--- config.mk ---
export PLATFORM = sky130hd
export DESIGN_NAME = page_commit_unit
export DESIGN_NICKNAME = d
export VERILOG_FILES = /design/src/rtl/page_commit_pkg.sv /design/src/rtl/pcu_page_buffer.sv /design/src/rtl/pcu_protect.sv /design/src/rtl/pcu_cycle_ctrl.sv /design/src/rtl/page_commit_unit.sv
export SDC_FILE = /design/constraint.sdc
export NUM_CORES = 1
export LEC_CHECK = 0
export ABC_AREA = 1
export CORE_ASPECT_RATIO = 0.9
export CORE_UTILIZATION = 45
export DETAILED_ROUTE_END_ITERATION = 10
export SYNTH_ARGS = -nofsm -noshare
export SYNTH_HDL_FRONTEND = slang
export SYNTH_SLANG_ARGS = --single-unit
--- constraint.sdc ---
create_clock -name clk_i -period 8.3 [get_ports clk_i]
set_clock_uncertainty 0.1 [all_clocks]
set_input_delay 1.66 -clock clk_i [delete_from_list [all_inputs] [get_ports clk_i]]
set_output_delay 1.66 -clock clk_i [all_outputs]
set_load 0.005 [all_outputs]
--- src/rtl/page_commit_pkg.sv ---
package page_commit_pkg;
  typedef enum logic [1:0] {
    ST_IDLE  = 2'd0,
    ST_FILL  = 2'd1,
    ST_CYCLE = 2'd2
  } pcu_state_e;
endpackage

--- src/rtl/pcu_page_buffer.sv ---
module pcu_page_buffer #(
  parameter int DATA_W = 8,
  parameter int SLOT_W = 4
) (
  input  logic              clk_i,
  input  logic              rst_ni,
  input  logic              init_i,
  input  logic [SLOT_W-1:0] init_slot_i,
  input  logic              push_i,
  input  logic [DATA_W-1:0] push_data_i,
  input  logic              drop_i,
  input  logic [SLOT_W-1:0] rd_slot_i,
  output logic [DATA_W-1:0] rd_data_o,
  output logic              rd_valid_o,
  output logic              any_valid_o
);
  localparam int SLOTS = 1 << SLOT_W;

  logic [SLOT_W-1:0]             wr_ptr_q;
  logic [SLOTS-1:0]              valid_w;
  logic [SLOTS-1:0][DATA_W-1:0]  data_w;

  always_ff @(posedge clk_i or negedge rst_ni) begin
    if (!rst_ni)     wr_ptr_q <= '0;
    else if (init_i) wr_ptr_q <= init_slot_i;
    else if (push_i) wr_ptr_q <= wr_ptr_q + 1'b1;
  end

  for (genvar g = 0; g < SLOTS; g++) begin : g_slot
    logic              hit;
    logic              vld_q;
    logic [DATA_W-1:0] dat_q;

    assign hit = push_i && (wr_ptr_q == SLOT_W'(g));

    always_ff @(posedge clk_i or negedge rst_ni) begin
      if (!rst_ni)               vld_q <= 1'b0;
      else if (init_i || drop_i) vld_q <= 1'b0;
      else if (hit)              vld_q <= 1'b1;
    end

    // later bytes replace earlier ones in the same slot
    always_ff @(posedge clk_i or negedge rst_ni) begin
      if (!rst_ni)  dat_q <= '0;
      else if (hit) dat_q <= push_data_i;
    end

    assign valid_w[g] = vld_q;
    assign data_w[g]  = dat_q;
  end

  assign rd_data_o   = data_w[rd_slot_i];
  assign rd_valid_o  = valid_w[rd_slot_i];
  assign any_valid_o = |valid_w;
endmodule

--- src/rtl/pcu_protect.sv ---
module pcu_protect #(
  parameter int ADDR_W = 8
) (
  input  logic              clk_i,
  input  logic              rst_ni,
  input  logic              por_ni,
  input  logic              lock_set_i,
  input  logic              wp_i,
  input  logic              capture_i,
  input  logic [ADDR_W-1:0] addr_i,
  output logic              lock_o,
  output logic              allow_o
);
  logic lock_q;
  logic wp_q;
  logic low_half;

  // survives soft reset: models non-volatile bit
  always_ff @(posedge clk_i or negedge por_ni) begin
    if (!por_ni)                  lock_q <= 1'b0;
    else if (lock_set_i && !wp_i) lock_q <= 1'b1;
  end

  always_ff @(posedge clk_i or negedge rst_ni) begin
    if (!rst_ni)        wp_q <= 1'b0;
    else if (capture_i) wp_q <= wp_i;
  end

  assign low_half = ~addr_i[ADDR_W-1];
  assign lock_o   = lock_q;
  assign allow_o  = !wp_q && !(lock_q && low_half);
endmodule

--- src/rtl/pcu_cycle_ctrl.sv ---
module pcu_cycle_ctrl
  import page_commit_pkg::*;
#(
  parameter int SLOT_W     = 4,
  parameter int TWR_CYCLES = 2000
) (
  input  logic              clk_i,
  input  logic              rst_ni,
  input  logic              start_i,
  input  logic              byte_vld_i,
  input  logic              stop_i,
  input  logic              lock_req_i,
  input  logic              wp_i,
  input  logic              any_valid_i,
  output logic              busy_o,
  output logic              init_o,
  output logic              push_o,
  output logic              drop_o,
  output logic              capture_o,
  output logic              lock_set_o,
  output logic [SLOT_W-1:0] scan_slot_o,
  output logic              scan_o
);
  localparam int SLOTS = 1 << SLOT_W;
  localparam int CNT_W = $clog2(TWR_CYCLES + 1);

  pcu_state_e       state_q, state_d;
  logic [CNT_W-1:0] cnt_q;
  logic             last;

  assign last = (cnt_q == CNT_W'(TWR_CYCLES - 1));

  always_comb begin
    state_d    = state_q;
    init_o     = 1'b0;
    push_o     = 1'b0;
    drop_o     = 1'b0;
    capture_o  = 1'b0;
    lock_set_o = 1'b0;
    unique case (state_q)
      ST_IDLE: begin
        if (start_i) begin
          init_o  = 1'b1;
          state_d = ST_FILL;
        end else if (lock_req_i && !wp_i) begin
          lock_set_o = 1'b1;
          drop_o     = 1'b1;
          state_d    = ST_CYCLE;
        end
      end
      ST_FILL: begin
        if (stop_i) begin
          if (any_valid_i) begin
            capture_o = 1'b1;
            state_d   = ST_CYCLE;
          end else begin
            state_d = ST_IDLE;
          end
        end else if (start_i) begin
          init_o = 1'b1;
        end else if (lock_req_i && !wp_i) begin
          lock_set_o = 1'b1;
          drop_o     = 1'b1;
          state_d    = ST_CYCLE;
        end else if (byte_vld_i) begin
          push_o = 1'b1;
        end
      end
      ST_CYCLE: begin
        if (last) begin
          drop_o  = 1'b1;
          state_d = ST_IDLE;
        end
      end
      default: state_d = ST_IDLE;
    endcase
  end

  always_ff @(posedge clk_i or negedge rst_ni) begin
    if (!rst_ni) state_q <= ST_IDLE;
    else         state_q <= state_d;
  end

  always_ff @(posedge clk_i or negedge rst_ni) begin
    if (!rst_ni)                 cnt_q <= '0;
    else if (state_q != ST_CYCLE) cnt_q <= '0;
    else                         cnt_q <= cnt_q + 1'b1;
  end

  assign busy_o      = (state_q == ST_CYCLE);
  assign scan_o      = busy_o && (cnt_q < CNT_W'(SLOTS));
  assign scan_slot_o = cnt_q[SLOT_W-1:0];
endmodule

--- src/rtl/page_commit_unit.sv ---
module page_commit_unit #(
  parameter int ADDR_W     = 8,
  parameter int DATA_W     = 8,
  parameter int SLOT_W     = 4,
  parameter int TWR_CYCLES = 2000
) (
  input  logic              clk_i,
  input  logic              rst_ni,
  input  logic              por_ni,
  input  logic              start_i,
  input  logic [ADDR_W-1:0] start_addr_i,
  input  logic              byte_vld_i,
  input  logic [DATA_W-1:0] byte_i,
  input  logic              stop_i,
  input  logic              lock_req_i,
  input  logic              wp_i,
  output logic              busy_o,
  output logic              mem_we_o,
  output logic [ADDR_W-1:0] mem_addr_o,
  output logic [DATA_W-1:0] mem_wdata_o
);
  localparam int PAGE_W = ADDR_W - SLOT_W;

  logic              sys_rst_n;
  logic              init, push, drop, capture, lock_set;
  logic              scan, rd_valid, any_valid, allow, lock_q;
  logic [SLOT_W-1:0] scan_slot;
  logic [DATA_W-1:0] rd_data;
  logic [PAGE_W-1:0] page_q;

  assign sys_rst_n = rst_ni & por_ni;

  pcu_cycle_ctrl #(.SLOT_W(SLOT_W), .TWR_CYCLES(TWR_CYCLES)) u_ctrl (
    .clk_i       (clk_i),
    .rst_ni      (sys_rst_n),
    .start_i     (start_i),
    .byte_vld_i  (byte_vld_i),
    .stop_i      (stop_i),
    .lock_req_i  (lock_req_i),
    .wp_i        (wp_i),
    .any_valid_i (any_valid),
    .busy_o      (busy_o),
    .init_o      (init),
    .push_o      (push),
    .drop_o      (drop),
    .capture_o   (capture),
    .lock_set_o  (lock_set),
    .scan_slot_o (scan_slot),
    .scan_o      (scan)
  );

  pcu_page_buffer #(.DATA_W(DATA_W), .SLOT_W(SLOT_W)) u_buf (
    .clk_i       (clk_i),
    .rst_ni      (sys_rst_n),
    .init_i      (init),
    .init_slot_i (start_addr_i[SLOT_W-1:0]),
    .push_i      (push),
    .push_data_i (byte_i),
    .drop_i      (drop),
    .rd_slot_i   (scan_slot),
    .rd_data_o   (rd_data),
    .rd_valid_o  (rd_valid),
    .any_valid_o (any_valid)
  );

  always_ff @(posedge clk_i or negedge sys_rst_n) begin
    if (!sys_rst_n) page_q <= '0;
    else if (init)  page_q <= start_addr_i[ADDR_W-1:SLOT_W];
  end

  assign mem_addr_o  = {page_q, scan_slot};
  assign mem_wdata_o = rd_data;

  pcu_protect #(.ADDR_W(ADDR_W)) u_prot (
    .clk_i      (clk_i),
    .rst_ni     (sys_rst_n),
    .por_ni     (por_ni),
    .lock_set_i (lock_set),
    .wp_i       (wp_i),
    .capture_i  (capture),
    .addr_i     (mem_addr_o),
    .lock_o     (lock_q),
    .allow_o    (allow)
  );

  assign mem_we_o = scan && rd_valid && allow;
endmodule

==> metrics.txt, run 1 <==
Hold Path Class reg2reg; hold buffers post-CTS 0; synthesized area 8160 µm²; initial DRC count 636; worst setup path class reg2out; instance count of the mapped netlist 1,035; Hold Crit Start u_buf.g_slot[3].dat_q[5]; CTS tree done; Hold Fails Final Rpt 0; CTS clk-pin slew, worst paths 70 ps; Yosys cell types 31; crit share post-route 0.582; DP Worst Slack 3920 ps; GPL Wtd Cong 0.810; r2r setup slk 5770 ps; overflow left after global routing 0; via count of the first global-routing pass 6,019; Max Clock Freq 207 MHz; YS warnings 0; WP data arrival 3070 ps; Site Rows 46; total negative slack 0 ps; Static Leak 4.51 nW; H-tree Lvls 4; Vias 6,574; async set-reset flop share out of synthesis 1.00; initial core utilization 0.462; Wirelength per Cell 15.7 µm; dominant synthesized flop cell dfrtp_1; Die Area 18,700 µm²; Die Height 130 µm; setup bufs post-CTS 0; Vias per Instance 5.08; worst hold stages 2; RSZ-0062 raised after global routing no; worst reg-to-reg path cell count 7; Worst R2R Start u_ctrl.cnt_q[0]; Slew Limit Headroom 0.363; count of buffer and inverter cells on the critical path 4; synth-to-layout area growth 12.9%; Worst setup SP type flip-flop; Slew Limit Fails 0; pin count of the biggest net entering global routing 103; root buf cell clkbuf_16; Synthesized Nets 1,064; crit path max-delay cell type buf_4; DRC Markers 0; overall global routing resource usage 0.235; Num CTS Buffers 17; VDD IR-drop max 0.000132 V; most frequent CP cell nand3_1; Synth area leader dfrtp_1; Commonest cells post-synth nand2_1 (237), nor2_1 (175), dfrtp_1 (167), o21ai_1 (114), inv_1 (73); Core Util, Final 0.521; top-count cell post-synth nand2_1; R2R Path End u_buf.g_slot[2].vld_q; Final WS setup 3470 ps; Worst Path Max Fanout 84; Max Cap Viol 0; antenna fix cells 0; clk buf depth 2; Worst Tran Pin Value 955 ps; status complete, no violations; Final setup viols 0; Post-synth EDFFs 0; CORE AREA 17,700 µm²; syn_area_per_cell 7.88 µm²; Routed Wire Length 20.3 mm; share of layout cells above drive strength 1 0.0768; Seq cells post-synth 167; Layout Nets 1,071; Die X 144 µm; Top delay family on crit path buffers and inverters; Req. time, crit path 6540 ps; count of input and output buffers 41; I/O Pins 42; WP depth 10; initial antenna violation count 0; top cells by area, synth dfrtp_1 (51%), nand2_1 (11%), nor2_1 (8.0%); crit-path cells buf_4, inv_2, buf_4, nand2_1, nand3_1, nand3_1, nand3_1, nand2_1, nor2_1, clkdlybuf4s50_1; Worst Hold Endpoint u_buf.g_slot[3].dat_q[5]; fin crit period 4830 ps; PwrDens 182 nW/µm²; post-route ant nets 0; post-DP HPWL 12.1 mm; CTS sink cnt 167; top-area cell type share of the netlist area 0.512; Seq/Total Area, Yosys 0.512; Worst setup EP type primary output; DRT Pass-1 Iters 5; Total Power 0.00167 W; Worst path max stage delay 570 ps; Worst-Skew Late Latency 430 ps; first-pass GRT wire length 33.3 mm; post_cts resized 0
## metrics by stage
| stage | area [µm²] | hold slack [ps] | instances |
|---|---|---|---|
| 2_1_floorplan | 8160 | 339 | 1035 |
| 3_3_place_gp | 8620 | 355 | 1263 |
| 3_5_place_dp | 8620 | 363 | 1263 |
| 4_1_cts | 9210 | 378 | 1295 |
| 5_1_grt | 9210 | 392 | 1295 |
| 6_report | 9210 | 377 | 1295 |
## cell families (layout without fill, tap and decap cells)
group,after synthesis,count (layout),synth area share
fa+ha+maj,5,5,0.00767
xor+xnor,2,2,0.00215
flops,167,167,0.512
buf+inv,141,161,0.0751
compound gates,208,208,0.138
simple gates,512,512,0.265
## routing by layer
layer | vias to the layer above | share of wire | global-route usage
met4 | 0 | 0.012 | 0.0732
li1 | 3339 | - | -
met5 | - | 0 | 0
met3 | 14 | 0.042 | 0.0374
met2 | 138 | 0.43 | 0.339
met1 | 3083 | 0.51 | 0.361
## cell type report
type                    instances  area, µm²
inverters                      81        309
well taps                     240        300
clock inverters                13        146
fillers                      1705       8460
repair buffers                 48        463
flip-flops and latches        167       4180
clock buffers                  19        443
multi-input cells             727       3370
## power by group
| part | switching, W | internal (W) |
|---|---|---|
| sequential | 0.00000219 | 0.000816 |
| clock | 0.000349 | 0.000454 |
| combinational | 0.0000378 | 0.0000148 |
## registers in the layout (all words and copies together) (netlist names)
name / count
page_q: 4
u_buf.g_slot.dat_q: 128
u_buf.g_slot.vld_q: 16
u_buf.wr_ptr_q: 4
u_ctrl.cnt_q: 11
u_ctrl.state_q: 2
u_prot.lock_o: 1
u_prot.wp_q: 1
## how the worst max path moves through the flow
| stage | start | to | slack, ps |
|---|---|---|---|
| final | u_ctrl.cnt_q[0] | mem_we_o | 3470 |
| after global routing | u_ctrl.cnt_q[0] | mem_wdata_o[6] | 3230 |
| after CTS | u_ctrl.cnt_q[0] | mem_wdata_o[1] | 3440 |
| after detailed placement | u_ctrl.cnt_q[0] | mem_wdata_o[1] | 3920 |
| after global placement | u_ctrl.cnt_q[0] | mem_we_o | 3930 |
| after floorplan | rst_ni | page_q[0] | 2020 |
## worst reg2reg max path, delay by kind of cell, from the launching register on
kind / cells / cell delay [ps]
and+or+nand+nor: 5 / 930
buffers and inverters: 1 / 700
DFF: 1 / 340
adders and majority gates: 1 / 340
## cells in the final DEF, fill, tap and decap left out, drive strengths merged
cell type        n
clkbuf          19
clkinv           5
o21ai          192
nand2          249
buf              7
a21oi            6
nor4             1
clkinvlp         5
inv             82
nor3             6
nor2           176
clkdlybuf4s50   41
o211ai          10
dfrtp          167
nand3           76
nand4            3
ha               5
xnor2            1
bufinv           2
nand3b           1
xor2             1
Note: power is estimated with default switching activity, not from simulation.
==> run 2, diff against run 1 <==
--- a/config.mk
+++ b/config.mk
@@ -9,6 +9,7 @@
 export CORE_ASPECT_RATIO = 0.9
 export CORE_UTILIZATION = 45
 export DETAILED_ROUTE_END_ITERATION = 10
+export PLACE_DENSITY = 0.65
 export SYNTH_ARGS = -nofsm -noshare
 export SYNTH_HDL_FRONTEND = slang
 export SYNTH_SLANG_ARGS = --single-unit
==> constraint.sdc (replaced) <==
create_clock -name clk_i -period 4.13 [get_ports clk_i]
set_clock_uncertainty 0.1 [all_clocks]
set_input_delay 0.826 -clock clk_i [delete_from_list [all_inputs] [get_ports clk_i]]
set_output_delay 0.826 -clock clk_i [all_outputs]
set_load 0.005 [all_outputs]
==> metrics.txt, run 2 (same netlist as run 1, synthesis figures left out) <==
status complete, no violations; Worst setup SP type flip-flop; Worst path max stage delay 520 ps (-50 ps); first-pass GRT wire length 33.6 mm (+0.95%); Total Power 0.00327 W (+95%); I/O Pins 42 (unchanged); Die X 144 µm (unchanged); worst setup path class reg2out; Num CTS Buffers 17 (unchanged); total negative slack 0 ps (unchanged); clk buf depth 2 (unchanged); Worst setup EP type primary output; Slew Limit Headroom 0.527 (+0.164); root buf cell clkbuf_16; Vias 6,688 (+1.7%); post-route ant nets 0 (unchanged); CTS tree done; antenna fix cells 0 (unchanged); Slew Limit Fails 0 (unchanged); Wirelength per Cell 15.9 µm (+1.3%); Routed Wire Length 20.6 mm (+1.6%); Die Height 130 µm (unchanged); setup bufs post-CTS 0 (unchanged); via count of the first global-routing pass 6,114 (+1.6%); Req. time, crit path 3200 ps (-3340 ps); fin crit period 3570 ps; CTS clk-pin slew, worst paths 60 ps (about the same); Top delay family on crit path buffers and inverters; PwrDens 353 nW/µm² (+94%); H-tree Lvls 4 (unchanged); crit-path cells clkinv_1, buf_12, nor2_1, o21ai_0, nand3_1, nand3_1, nand2_1, clkdlybuf4s50_1; hold buffers post-CTS 0 (unchanged); Die Area 18,700 µm² (unchanged); Worst Tran Pin Value 709 ps (-246 ps); Hold Path Class reg2reg; Site Rows 46 (unchanged); WP data arrival 2640 ps (-430 ps); DRC Markers 0 (unchanged); Final setup viols 0 (unchanged); share of layout cells above drive strength 1 0.0784 (+0.00167); DRT Pass-1 Iters 5 (unchanged); Static Leak 4.55 nW (+0.84%); Hold Fails Final Rpt 0 (unchanged); CORE AREA 17,700 µm² (unchanged); VDD IR-drop max 0.000205 V (+55%); initial core utilization 0.462 (unchanged); Largest register FFs 128 (unchanged); most frequent cells in the layout nand2_1 (237), nor2_1 (175), dfrtp_1 (166), o21ai_1 (114), inv_1 (72); count of buffer and inverter cells on the critical path 3 (-1); crit share post-route 0.864; most frequent CP cell nand3_1; crit path max-delay cell type clkdlybuf4s50_1; synth-to-layout area growth 13.4%; Worst Path Max Fanout 22 (-74%); overall global routing resource usage 0.238 (+0.00297); CTS sink cnt 167 (unchanged); Layout Nets 1,076 (+0.47%); Vias per Instance 5.15 (+1.5%); commonest non-fill, non-tap cell in the layout nand2_1; post_cts resized 0 (unchanged); Max Cap Viol 0 (unchanged); Top Registers u_buf.g_slot.dat_q (128), u_buf.g_slot.vld_q (16), u_ctrl.cnt_q (11); RSZ-0062 raised after global routing no; initial antenna violation count 0 (unchanged); initial DRC count 727 (+14%); Final WS setup 560 ps (-2910 ps); Max Clock Freq 280 MHz; post-DP HPWL 13.2 mm (+8.5%); Fill cells 1,715 (+0.59%); count of input and output buffers 41 (unchanged); GPL Wtd Cong 0.783 (-3.3%); pin count of the biggest net entering global routing 87 (-16%); Worst-Skew Late Latency 430 ps (about the same); overflow left after global routing 0 (unchanged); DP Worst Slack 1030 ps (-2890 ps); Biggest register u_buf.g_slot.dat_q
## run 2: changes by cell type in the layout (fill, tap and decap cells not counted), sizes merged
cell	before	now
inv	82	78
clkinvlp	5	2
clkinv	5	8
buf	7	12
clkbuf	19	22
bufinv	2	1
## run 2: power breakdown
part           switching (W)  internal, W
Sequential        0.00000473      0.00164
Clock               0.000643     0.000868
Combinational      0.0000783    0.0000329
## run 2: worst paths after layout
path,from,endpoint,slack (ps),cells after the start
setup / recovery,u_ctrl.cnt_q[1],mem_wdata_o[3],560,8
hold / removal,u_prot.lock_o,u_prot.lock_o,370,2
setup reg to reg,u_ctrl.state_q[1],u_buf.g_slot[1].dat_q[6],1920,6
hold reg to reg,u_prot.lock_o,u_prot.lock_o,370,2
max in group asynchronous,por_ni,u_buf.g_slot[15].dat_q[6],2310,5
min in group asynchronous,por_ni,u_prot.lock_o,450,1
## run 2: stage by stage
step / instances / utilization / area, µm² / hold slack (ps)
global route: 1298 / 0.524 / 9260 / 400
finish: 1298 / 0.524 / 9260 / 370
floorplan: 1035 / - / 8160 / 339
detailed placement: 1268 / 0.493 / 8710 / 357
CTS: 1298 / 0.524 / 9260 / 371
global placement: 1268 / 0.493 / 8710 / 358
## run 2: layout make-up
cell class / count / area (µm²) / share of cell area
Tap cell: 240 / 300 / 0.0324
Timing Repair Buffer: 53 / 551 / 0.0595
Inverter: 81 / 308 / 0.0333
Clock inverter: 8 / 75.1 / 0.00811
Multi-Input combinational cell: 727 / 3370 / 0.364
Clock buffer: 22 / 474 / 0.0512
Sequential cell: 167 / 4180 / 0.452
## run 2: tightest hold or removal path, cell delays in order, from the launching register on
cell and delay, ps:
dfrtp_1 320, inv_1 50, nand3_1 70
## run 2: per-layer routing
| metal | routed length (µm) | vias up | part of all wire | GRT usage |
|---|---|---|---|---|
| met5 | 0 | - | 0 | 0 |
| met4 | 201 | 0 | 0.0098 | 0.0613 |
| met3 | 1090 | 16 | 0.053 | 0.0466 |
| met2 | 8950 | 154 | 0.43 | 0.344 |
| met1 | 10300 | 3169 | 0.50 | 0.364 |
| li1 | - | 3349 | - | - |
